`src/rtl/seq_ctrl_pkg.sv`:
```
package seq_ctrl_pkg;

    localparam int STATE_W = 4;
    localparam int SEL_W   = 2;
    localparam int CLASS_W = 3;

    typedef enum logic [STATE_W-1:0] {
        ST_FETCH,
        ST_DECODE,
        ST_MEM_ADDR,
        ST_MEM_RD,
        ST_LOAD_WB,
        ST_MEM_WR,
        ST_R_EXEC,
        ST_R_DONE,
        ST_BR_DONE,
        ST_JMP_DONE,
        ST_TRAP_UNDEF,
        ST_TRAP_OVF
    } state_t;

    typedef enum logic [CLASS_W-1:0] {
        CL_RTYPE,
        CL_LOAD,
        CL_STORE,
        CL_BRANCH,
        CL_JUMP,
        CL_UNDEF
    } op_class_t;

    // PC source select
    localparam logic [SEL_W-1:0] PCS_ALU  = 2'd0;
    localparam logic [SEL_W-1:0] PCS_OUTR = 2'd1;
    localparam logic [SEL_W-1:0] PCS_JUMP = 2'd2;
    localparam logic [SEL_W-1:0] PCS_TRAP = 2'd3;

    // ALU operation request
    localparam logic [SEL_W-1:0] AOP_ADD   = 2'd0;
    localparam logic [SEL_W-1:0] AOP_SUB   = 2'd1;
    localparam logic [SEL_W-1:0] AOP_FUNCT = 2'd2;

    // ALU operand selects
    localparam logic ASEL_PC  = 1'b0;
    localparam logic ASEL_REG = 1'b1;
    localparam logic [SEL_W-1:0] BSEL_REG    = 2'd0;
    localparam logic [SEL_W-1:0] BSEL_FOUR   = 2'd1;
    localparam logic [SEL_W-1:0] BSEL_IMM    = 2'd2;
    localparam logic [SEL_W-1:0] BSEL_IMM_SH = 2'd3;

    // Cause codes
    localparam logic CAUSE_UNDEF = 1'b0;
    localparam logic CAUSE_OVF   = 1'b1;

    typedef struct packed {
        logic             pc_wr;
        logic             pc_wr_cond;
        logic             addr_is_data;
        logic             mem_rd;
        logic             mem_wr;
        logic             wb_sel_mem;
        logic             ir_ld;
        logic [SEL_W-1:0] pc_src;
        logic [SEL_W-1:0] alu_op;
        logic             alu_a_sel;
        logic [SEL_W-1:0] alu_b_sel;
        logic             reg_wr;
        logic             dst_is_rd;
        logic             epc_ld;
        logic             cause_ld;
        logic             cause_code;
    } strobes_t;

    typedef struct packed {
        state_t   st;
        strobes_t sb;
    } ctrl_t;

endpackage

```
`src/rtl/seq_ctrl_opdec.sv`:
```
module seq_ctrl_opdec
    import seq_ctrl_pkg::*;
#(
    parameter int              OP_W      = 6,
    parameter logic [OP_W-1:0] OP_RTYPE  = 6'h00,
    parameter logic [OP_W-1:0] OP_LOAD   = 6'h23,
    parameter logic [OP_W-1:0] OP_STORE  = 6'h2B,
    parameter logic [OP_W-1:0] OP_BRANCH = 6'h04,
    parameter logic [OP_W-1:0] OP_JUMP   = 6'h02
) (
    input  logic [OP_W-1:0] opcode,
    output op_class_t       cls
);

    always_comb begin
        if (opcode == OP_RTYPE) begin
            cls = CL_RTYPE;
        end else if (opcode == OP_LOAD) begin
            cls = CL_LOAD;
        end else if (opcode == OP_STORE) begin
            cls = CL_STORE;
        end else if (opcode == OP_BRANCH) begin
            cls = CL_BRANCH;
        end else if (opcode == OP_JUMP) begin
            cls = CL_JUMP;
        end else begin
            cls = CL_UNDEF;
        end
    end

endmodule

```
`src/rtl/seq_ctrl_next.sv`:
```
module seq_ctrl_next
    import seq_ctrl_pkg::*;
(
    input  state_t    cur,
    input  op_class_t cls,
    input  logic      ovf,
    output state_t    nxt
);

    always_comb begin
        nxt = ST_FETCH;
        unique case (cur)
            ST_FETCH: nxt = ST_DECODE;
            ST_DECODE: begin
                unique case (cls)
                    CL_RTYPE:  nxt = ST_R_EXEC;
                    CL_LOAD:   nxt = ST_MEM_ADDR;
                    CL_STORE:  nxt = ST_MEM_ADDR;
                    CL_BRANCH: nxt = ST_BR_DONE;
                    CL_JUMP:   nxt = ST_JMP_DONE;
                    default:   nxt = ST_TRAP_UNDEF;
                endcase
            end
            ST_MEM_ADDR: nxt = (cls == CL_LOAD) ? ST_MEM_RD : ST_MEM_WR;
            ST_MEM_RD:   nxt = ST_LOAD_WB;
            // overflow is only acted on at the end of the execute cycle
            ST_R_EXEC:   nxt = ovf ? ST_TRAP_OVF : ST_R_DONE;
            default:     nxt = ST_FETCH;
        endcase
    end

endmodule

```
`src/rtl/seq_ctrl_strobes.sv`:
```
module seq_ctrl_strobes
    import seq_ctrl_pkg::*;
(
    input  state_t   st,
    output strobes_t sb
);

    always_comb begin
        sb = '0;
        unique case (st)
            ST_FETCH: begin
                sb.mem_rd    = 1'b1;
                sb.ir_ld     = 1'b1;
                sb.pc_wr     = 1'b1;
                sb.pc_src    = PCS_ALU;
                sb.alu_a_sel = ASEL_PC;
                sb.alu_b_sel = BSEL_FOUR;
                sb.alu_op    = AOP_ADD;
            end
            ST_DECODE: begin
                sb.alu_a_sel = ASEL_PC;
                sb.alu_b_sel = BSEL_IMM_SH;
                sb.alu_op    = AOP_ADD;
            end
            ST_MEM_ADDR: begin
                sb.alu_a_sel = ASEL_REG;
                sb.alu_b_sel = BSEL_IMM;
                sb.alu_op    = AOP_ADD;
            end
            ST_MEM_RD: begin
                sb.mem_rd       = 1'b1;
                sb.addr_is_data = 1'b1;
            end
            ST_LOAD_WB: begin
                sb.reg_wr     = 1'b1;
                sb.wb_sel_mem = 1'b1;
                sb.dst_is_rd  = 1'b0;
            end
            ST_MEM_WR: begin
                sb.mem_wr       = 1'b1;
                sb.addr_is_data = 1'b1;
            end
            ST_R_EXEC: begin
                sb.alu_a_sel = ASEL_REG;
                sb.alu_b_sel = BSEL_REG;
                sb.alu_op    = AOP_FUNCT;
            end
            ST_R_DONE: begin
                sb.reg_wr     = 1'b1;
                sb.dst_is_rd  = 1'b1;
                sb.wb_sel_mem = 1'b0;
            end
            ST_BR_DONE: begin
                sb.alu_a_sel  = ASEL_REG;
                sb.alu_b_sel  = BSEL_REG;
                sb.alu_op     = AOP_SUB;
                sb.pc_wr_cond = 1'b1;
                sb.pc_src     = PCS_OUTR;
            end
            ST_JMP_DONE: begin
                sb.pc_wr  = 1'b1;
                sb.pc_src = PCS_JUMP;
            end
            ST_TRAP_UNDEF, ST_TRAP_OVF: begin
                // ALU yields PC-4 for the saved address; PC takes the handler
                sb.alu_a_sel  = ASEL_PC;
                sb.alu_b_sel  = BSEL_FOUR;
                sb.alu_op     = AOP_SUB;
                sb.epc_ld     = 1'b1;
                sb.cause_ld   = 1'b1;
                sb.cause_code = (st == ST_TRAP_OVF) ? CAUSE_OVF : CAUSE_UNDEF;
                sb.pc_wr      = 1'b1;
                sb.pc_src     = PCS_TRAP;
            end
            default: sb = '0;
        endcase
    end

endmodule

```
`src/rtl/seq_ctrl_unit.sv`:
```
module seq_ctrl_unit
    import seq_ctrl_pkg::*;
#(
    parameter int              OP_W        = 6,
    parameter logic [OP_W-1:0] OP_RTYPE    = 6'h00,
    parameter logic [OP_W-1:0] OP_LOAD     = 6'h23,
    parameter logic [OP_W-1:0] OP_STORE    = 6'h2B,
    parameter logic [OP_W-1:0] OP_BRANCH   = 6'h04,
    parameter logic [OP_W-1:0] OP_JUMP     = 6'h02,
    parameter bit              REG_STROBES = 1'b1
) (
    input  logic            clk,
    input  logic            rst,
    input  logic [OP_W-1:0] opcode,
    input  logic            alu_zero,
    input  logic            alu_ovf,
    output logic            pc_wr,
    output logic            pc_wr_cond,
    output logic            pc_en,
    output logic            addr_is_data,
    output logic            mem_rd,
    output logic            mem_wr,
    output logic            wb_sel_mem,
    output logic            ir_ld,
    output logic [1:0]      pc_src,
    output logic [1:0]      alu_op,
    output logic            alu_a_sel,
    output logic [1:0]      alu_b_sel,
    output logic            reg_wr,
    output logic            dst_is_rd,
    output logic            epc_ld,
    output logic            cause_ld,
    output logic            cause_code
);

    state_t    st_q;
    state_t    st_nxt;
    state_t    st_sel;
    op_class_t cls;
    strobes_t  sb;

    seq_ctrl_opdec #(
        .OP_W      (OP_W),
        .OP_RTYPE  (OP_RTYPE),
        .OP_LOAD   (OP_LOAD),
        .OP_STORE  (OP_STORE),
        .OP_BRANCH (OP_BRANCH),
        .OP_JUMP   (OP_JUMP)
    ) u_opdec (
        .opcode (opcode),
        .cls    (cls)
    );

    seq_ctrl_next u_next (
        .cur (st_q),
        .cls (cls),
        .ovf (alu_ovf),
        .nxt (st_nxt)
    );

    always_comb begin
        st_sel = rst ? ST_FETCH : st_nxt;
    end

    generate
        if (REG_STROBES) begin : g_reg_out
            ctrl_t    ctrl_d;
            ctrl_t    ctrl_q;
            strobes_t sb_nxt;

            seq_ctrl_strobes u_dec (
                .st (st_sel),
                .sb (sb_nxt)
            );

            always_comb begin
                ctrl_d.st = st_sel;
                ctrl_d.sb = sb_nxt;
            end

            always_ff @(posedge clk) begin
                ctrl_q <= ctrl_d;
            end

            assign st_q = ctrl_q.st;
            assign sb   = ctrl_q.sb;
        end else begin : g_dec_out
            state_t st_d;
            state_t st_r;

            always_comb begin
                st_d = st_sel;
            end

            always_ff @(posedge clk) begin
                st_r <= st_d;
            end

            assign st_q = st_r;

            seq_ctrl_strobes u_dec (
                .st (st_r),
                .sb (sb)
            );
        end
    endgenerate

    assign pc_wr        = sb.pc_wr;
    assign pc_wr_cond   = sb.pc_wr_cond;
    assign pc_en        = sb.pc_wr | (sb.pc_wr_cond & alu_zero);
    assign addr_is_data = sb.addr_is_data;
    assign mem_rd       = sb.mem_rd;
    assign mem_wr       = sb.mem_wr;
    assign wb_sel_mem   = sb.wb_sel_mem;
    assign ir_ld        = sb.ir_ld;
    assign pc_src       = sb.pc_src;
    assign alu_op       = sb.alu_op;
    assign alu_a_sel    = sb.alu_a_sel;
    assign alu_b_sel    = sb.alu_b_sel;
    assign reg_wr       = sb.reg_wr;
    assign dst_is_rd    = sb.dst_is_rd;
    assign epc_ld       = sb.epc_ld;
    assign cause_ld     = sb.cause_ld;
    assign cause_code   = sb.cause_code;

endmodule

```
`config.mk`:
```
export PLATFORM = sky130hd
export DESIGN_NAME = seq_ctrl_unit
export DESIGN_NICKNAME = d
export VERILOG_FILES = /design/src/rtl/seq_ctrl_pkg.sv /design/src/rtl/seq_ctrl_opdec.sv /design/src/rtl/seq_ctrl_next.sv /design/src/rtl/seq_ctrl_strobes.sv /design/src/rtl/seq_ctrl_unit.sv
export SDC_FILE = /design/constraint.sdc
export NUM_CORES = 1
export LEC_CHECK = 0
export CAP_MARGIN = 0
export CORE_MARGIN = 10
export CORE_UTILIZATION = 43
export DETAILED_ROUTE_END_ITERATION = 10
export HOLD_SLACK_MARGIN = 0.1
export PLACE_DENSITY = 0.87
export SYNTH_ARGS = -nofsm -noshare
export SYNTH_HDL_FRONTEND = slang
export SYNTH_SLANG_ARGS = --single-unit
```
`constraint.sdc`:
```
create_clock -name clk -period 2.24 [get_ports clk]
set_input_delay 0.448 -clock clk [delete_from_list [all_inputs] [get_ports clk]]
set_output_delay 0.448 -clock clk [all_outputs]
set_load 0.05 [all_outputs]
```
==> out/metrics.yaml, run 1 <==
status: "finished clean"
grt_usage_pct: 10.6
setup_ws_ps: 286
wire_per_inst_um: 14.9
rsz0062_at_grt: "no"
drtIter0Drc: 22
syn_avg_cell_area_um2: 10.2
netlist_area_um2: 868
path_cells: "clkdlybuf4s50_1 -> nor4b_1 -> a31o_2 -> and2_1 -> nand2_1 -> o22ai_1"
n_antenna_cell: 0
wl_met1_um: 782
cts_hold_buf: 0
synthArstFlopShare_pct: 0
regToRegEndpoint: "alu_b_sel[1]"
routabilityCongestion: 0.788
crit_path_end_kind: "flip-flop"
synth_edf_count: 0
die-area_um2: 4220
cts_buffers: 3
rows: 16
hold_class: "reg -> reg"
synth_top_area_cell: "dfxtp_1"
max_cap_violations: 0
grt_overflow_total: 0
power_leakage_nw: 0.482
dr_wl_met3_um: 165
reg2reg_depth: 4
regToRegSetupSlack_ps: 470
fp.dieW_um: 64.9
grt_pass1_wl_um: 3650
reg2reg_from: "st_q[2]"
finalClockSkew_ps: 3.63
grt_max_degree: 14
min_period_ps: 1950
hpwl_um: 1740
maxUsedRoutingLayer: "met4"
synth_commonest_cells: "dfxtp_1 (22), nor2_1 (10), a21oi_1 (5), nand2_1 (5), nor3_1 (4)"
dp_cells: 143
seq_area_frac_synth_pct: 50.7
area_growth_syn_to_layout_pct: 46.7
max_clock_freq_ghz: 0.512
path_max_fanout: 6
ant_nets: 0
cts_resized: 0
cts_tree: "done"
synthFlopType: "dfxtp_1"
vias: 765
crit_type: "in -> reg"
routed_wl_um: 2180
synth_top_area_share_pct: 50.7
clock-root-buffer: "clkbuf_4"
slowest_stage: "clkdlybuf4s50_1"
synth_nets: 95
initial_core_util_pct: 44.7
first_pass_iters: 4
hold_viol: 0
vdd_drop_max_uv: 610
layout.cells.non_filler: 147
cts-htree-levels: 1
cp-endpoint: "addr_is_data"
finalCritPeriodShare_pct: 87.2
slew_viol_final: 0
insertion_delay_ps: 300
antenna_found_initial: 0
required_ps: 2470
arrival_ps: 2180
worst_pin_slew_ps: 517
power.density_nw_per_um2: 1320
synth-seq-cells: 22
grt_pass1_vias: 776
cts_setup_buffers: 0
drc_errors: 0
nets: 131
yosys_warnings: 0
synth.most_common_cell: "dfxtp_1"
clockBufferDepth: 2
placed_area_um2: 1220
netlist_top_cells_area: "dfxtp_1 (51%), nor2_1 (4.3%), a21oi_1 (2.9%)"
dieHeight_um: 64.9
drive_gt1_share_pct: 19.2
core_area_um2: 1940
ios: 30
vias_per_cell: 5.20
worstSetupStartpointType: "input pin"
slew_headroom_pct: 65.4
slowest_delay_ps: 560
port_buffers: 29
setup_viol: 0
crit_start: "opcode[1]"
clock_sinks: 22
pre_cts_slack_ps: -3.61
fin_area_um2: 1270
synth_cell_types: 37
clk_pin_slew_ps: 120
syn_inst: 85
wl_met2_um: 1200
layer usage:
layer  GRT usage, %  vias to the layer above
met3           2.92                        4
met1           10.6                      364
met2           20.0                       24
met5              0                        -
li1               -                      373
met4           4.81                        0
power breakdown:
group          internal, mW  leakage [nW]  switching (mW)
registers             0.480         0.180          0.0488
clock network         0.181        0.0279           0.115
logic                 0.318         0.274           0.542
worst min-delay path by stage:
stage,startpoint,to,slack (ps),cells past startpoint
2_1_floorplan,st_q[2],cause_code,560,2
3_3_place_gp,st_q[2],cause_code,610,2
3_5_place_dp,st_q[2],cause_code,630,2
4_1_cts,st_q[2],cause_code,650,2
5_1_grt,st_q[2],cause_code,690,2
6_report,st_q[2],cause_code,660,2
logic make-up (layout without fill, tap and decap cells):
kind of cell / after synthesis / in the layout / share of synthesized area, %
buffers and inverters: 5 / 40 / 2.59
XOR/XNOR: 2 / 2 / 2.02
AO/OA/AOI/OAI: 19 / 19 / 16.6
AND/OR/NAND/NOR: 37 / 37 / 28.1
flip-flops: 22 / 22 / 50.7
state kept, by name, summed over array words and instances (netlist names), 2 cells and up:
register,count
pc_src,2
st_q,4
alu_op,2
alu_b_sel,2
layout make-up:
| class | count | area, um2 |
|---|---|---|
| multi-input combinational | 58 | 405 |
| sequential | 22 | 440 |
| timing repair buffer | 33 | 330 |
| inverter | 3 | 11.3 |
| tap | 27 | 33.8 |
| fill | 162 | 668 |
| clock buffer | 3 | 22.5 |
| clock inverter | 1 | 30.0 |
worst max-delay path: cells and delay by family:
| kind | cells | cell delay [ps] |
|---|---|---|
| AOI/OAI and AO/OA | 2 | 500 |
| and+or+nand+nor | 3 | 680 |
| buffers and inverters | 1 | 560 |
metrics by stage:
step | TNS, ps | total power [mW] | hold WS, ps | util, %
floorplan | 0 | 1.11 | 558 | -
global placement | 0 | 1.37 | 613 | 62.9
detailed placement | -3.61 | 1.40 | 630 | 62.9
CTS | 0 | 1.69 | 646 | 65.6
global route | 0 | 1.77 | 694 | 65.6
finish | 0 | 1.68 | 660 | 65.6
layout by cell type, fill, tap and decap left out, types with 2 or more instances in the layout:
cell type / count
clkdlybuf4s50_1: 28
nand2b_1: 2
inv_1: 3
nor4b_1: 2
nor2_1: 10
a21oi_1: 5
nand2_1: 5
buf_4: 4
dfxtp_1: 22
o21ai_0: 3
clkbuf_4: 3
nor3_1: 4
or2_2: 2
No activity file was read; power rests on OpenSTA's default activity.
==> inputs of run 2 (changes only) <==
==> constraint.sdc (replaced) <==
create_clock -name clk -period 2.3 [get_ports clk]
set_input_delay 0.46 -clock clk [delete_from_list [all_inputs] [get_ports clk]]
set_output_delay 0.46 -clock clk [all_outputs]
set_load 0.05 [all_outputs]
==> run 2 against run 1 <==
Effect of this change: first-iteration DRC count did not move; total power fell by 8.1%; critical path depth did not move; via count fell by 1.4%; global-route usage fell by 0.63 points; setup slack improved by 89 ps; non-clock buffer count did not move; critical path type unchanged; critical endpoint is now reg_wr.
==> out/metrics.yaml, run 2 (synthesis results as in run 1) <==
finalCritPeriodShare_pct: 83.7
setup_viol: 0  # unchanged
slew_viol_final: 0  # unchanged
swShare_pct: 43.6  # was 41.9%
fin_util_pct: 64.8  # was 65.6%
multi_input_area_um2: 405  # unchanged
routabilityCongestion: 0.787  # was 0.788
vias: 754  # was 765
core_area_um2: 1940  # unchanged
routed_wl_um: 2030  # was 2180 um
slew_headroom_pct: 65.4  # about the same
n_antenna_cell: 0  # unchanged
ios: 30  # unchanged
port_buffers: 29  # unchanged
worst_pin_slew_ps: 517  # about the same
max_cap_violations: 0  # unchanged
vias_per_cell: 5.13  # was 5.20
cts_resized: 0  # unchanged
cts-htree-levels: 1  # unchanged
slowest_delay_ps: 440  # was 560 ps
required_ps: 2540  # was 2470 ps
pwr-share-seq_pct: 33.3  # was 31.4%
slowest_stage: "clkdlybuf4s50_1"  # unchanged
ant_nets: 0  # unchanged
crit_type: "in -> reg"  # unchanged
pwr-share-clk_pct: 13.2  # was 17.5%
rows: 16  # unchanged
final_cell_mix: "clkdlybuf4s50_1 (28), dfxtp_1 (22), nor2_1 (10)"  # unchanged
finalSetupTns_ps: 0  # unchanged
power_leakage_nw: 0.475  # was 0.482 nW
clock-root-buffer: "clkbuf_4"  # unchanged
regToRegSetupSlack_ps: 580  # was 470 ps
dp_cells: 143  # unchanged
drive_gt1_share_pct: 19.2  # unchanged
initial_core_util_pct: 44.7  # unchanged
path_max_fanout: 8  # was 6
grt_pass1_wl_um: 3400  # was 3650 um
cts_setup_buffers: 0  # unchanged
dieHeight_um: 64.9  # unchanged
worstSetupStartpointType: "input pin"  # unchanged
crit_path_end_kind: "flip-flop"  # unchanged
path_cells: "clkdlybuf4s50_1 -> nor3_1 -> nor3b_2 -> o22ai_4 -> or2_2 -> a21oi_1"  # was clkdlybuf4s50_1 -> nor4b_1 -> a31o_2 -> and2_1 -> nand2_1 -> o22ai_1
finalClockSkew_ps: 4.45  # was 3.63 ps
antenna_found_initial: 0  # unchanged
hold_class: "reg -> reg"  # unchanged
area_growth_syn_to_layout_pct: 44.8  # was 46.7%
comb_power_share_pct: 53.5  # was 51.1%
vdd_drop_max_uv: 719  # was 610 uV
grt_usage_pct: 10.0  # was 10.6%
cts_buffers: 3  # unchanged
drc_errors: 0  # unchanged
clockBufferDepth: 2  # unchanged
clock_sinks: 22  # unchanged
nets: 131  # unchanged
grt_overflow_total: 0  # unchanged
hold_viol: 0  # unchanged
holdWs_ps: 654  # was 660 ps
arrival_ps: 2170  # was 2180 ps
cts_hold_buf: 0  # unchanged
regArea_um2: 440  # unchanged
first_pass_iters: 4  # unchanged
drtIter0Drc: 22  # unchanged
rsz0062_at_grt: "no"  # unchanged
fp.dieW_um: 64.9  # unchanged
p_int_mw: 0.874  # was 0.979 mW
cts_tree: "done"  # unchanged
wire_per_inst_um: 13.8  # was 14.9 um
status: "finished clean"  # unchanged
hpwl_um: 1640  # was 1740 um
clk_pin_slew_ps: 110  # was 120 ps
grt_pass1_vias: 753  # was 776
min_period_ps: 1920
max_clock_freq_ghz: 0.520
die-area_um2: 4220  # unchanged
power.density_nw_per_um2: 1230  # was 1320 nW/um2
nFillCells: 154  # was 162
layout.cells.non_filler: 147  # unchanged
grt_max_degree: 13  # was 14
insertion_delay_ps: 300  # about the same
p_sw_mw: 0.674  # was 0.705 mW
largest_register_ff_count: 4  # unchanged
final_common_cell: "clkdlybuf4s50_1"  # unchanged
==> run 2: cell count changes in the layout (fill, tap and decap cells not counted) <==
cell,previous run,this run
bufinv_16,1,0
clkbuf_8,0,1
==> run 2: critical path, delay by kind of cell <==
| kind | cells | cell delay [ps] |
|---|---|---|
| and+or+nand+nor | 3 | 980 |
| buffers and inverters | 1 | 440 |
| AOI/OAI and AO/OA | 2 | 280 |
==> run 2: area by class of cell <==
class / count / share of cell area, %
multi-input cells: 58 / 32.2
clock buffers: 4 / 2.89
flip-flops and latches: 22 / 35.0
inverters: 3 / 0.896
well taps: 27 / 2.69
repair buffers: 33 / 26.3
==> run 2: power by group through the flow <==
stage / combinational (mW) / clock [mW] / sequential, mW
2_1_floorplan: 0.326 / 0 / 0.760
3_5_place_dp: 0.829 / 0 / 0.523
5_1_grt: 0.876 / 0.226 / 0.531
4_1_cts: 0.831 / 0.208 / 0.515
3_3_place_gp: 0.813 / 0 / 0.520
6_report: 0.829 / 0.205 / 0.515
==> run 2: final timing paths <==
check,startpoint,to,depth (start not counted)
hold / removal,st_q[2],cause_code,2
setup reg to reg,st_q[3],alu_b_sel[1],4
hold reg to reg,st_q[2],cause_code,2
setup / recovery,opcode[5],reg_wr,6
==> run 2: stage by stage <==
| stage | cell area (um2) | setup WS [ps] | total power, mW |
|---|---|---|---|
| 2_1_floorplan | 868 | 641 | 1.09 |
| 3_3_place_gp | 1220 | 161 | 1.33 |
| 3_5_place_dp | 1220 | 60.3 | 1.35 |
| 4_1_cts | 1260 | 371 | 1.55 |
| 5_1_grt | 1260 | 219 | 1.63 |
| 6_report | 1260 | 376 | 1.55 |
==> run 2: layer usage <==
layer / up-vias / global-route usage, % / wire length (um)
met3: 4 / 3.95 / 171
li1: 373 / - / -
met1: 356 / 9.87 / 742
met2: 21 / 18.2 / 1090
met5: - / 0 / 0
met4: 0 / 4.01 / 23
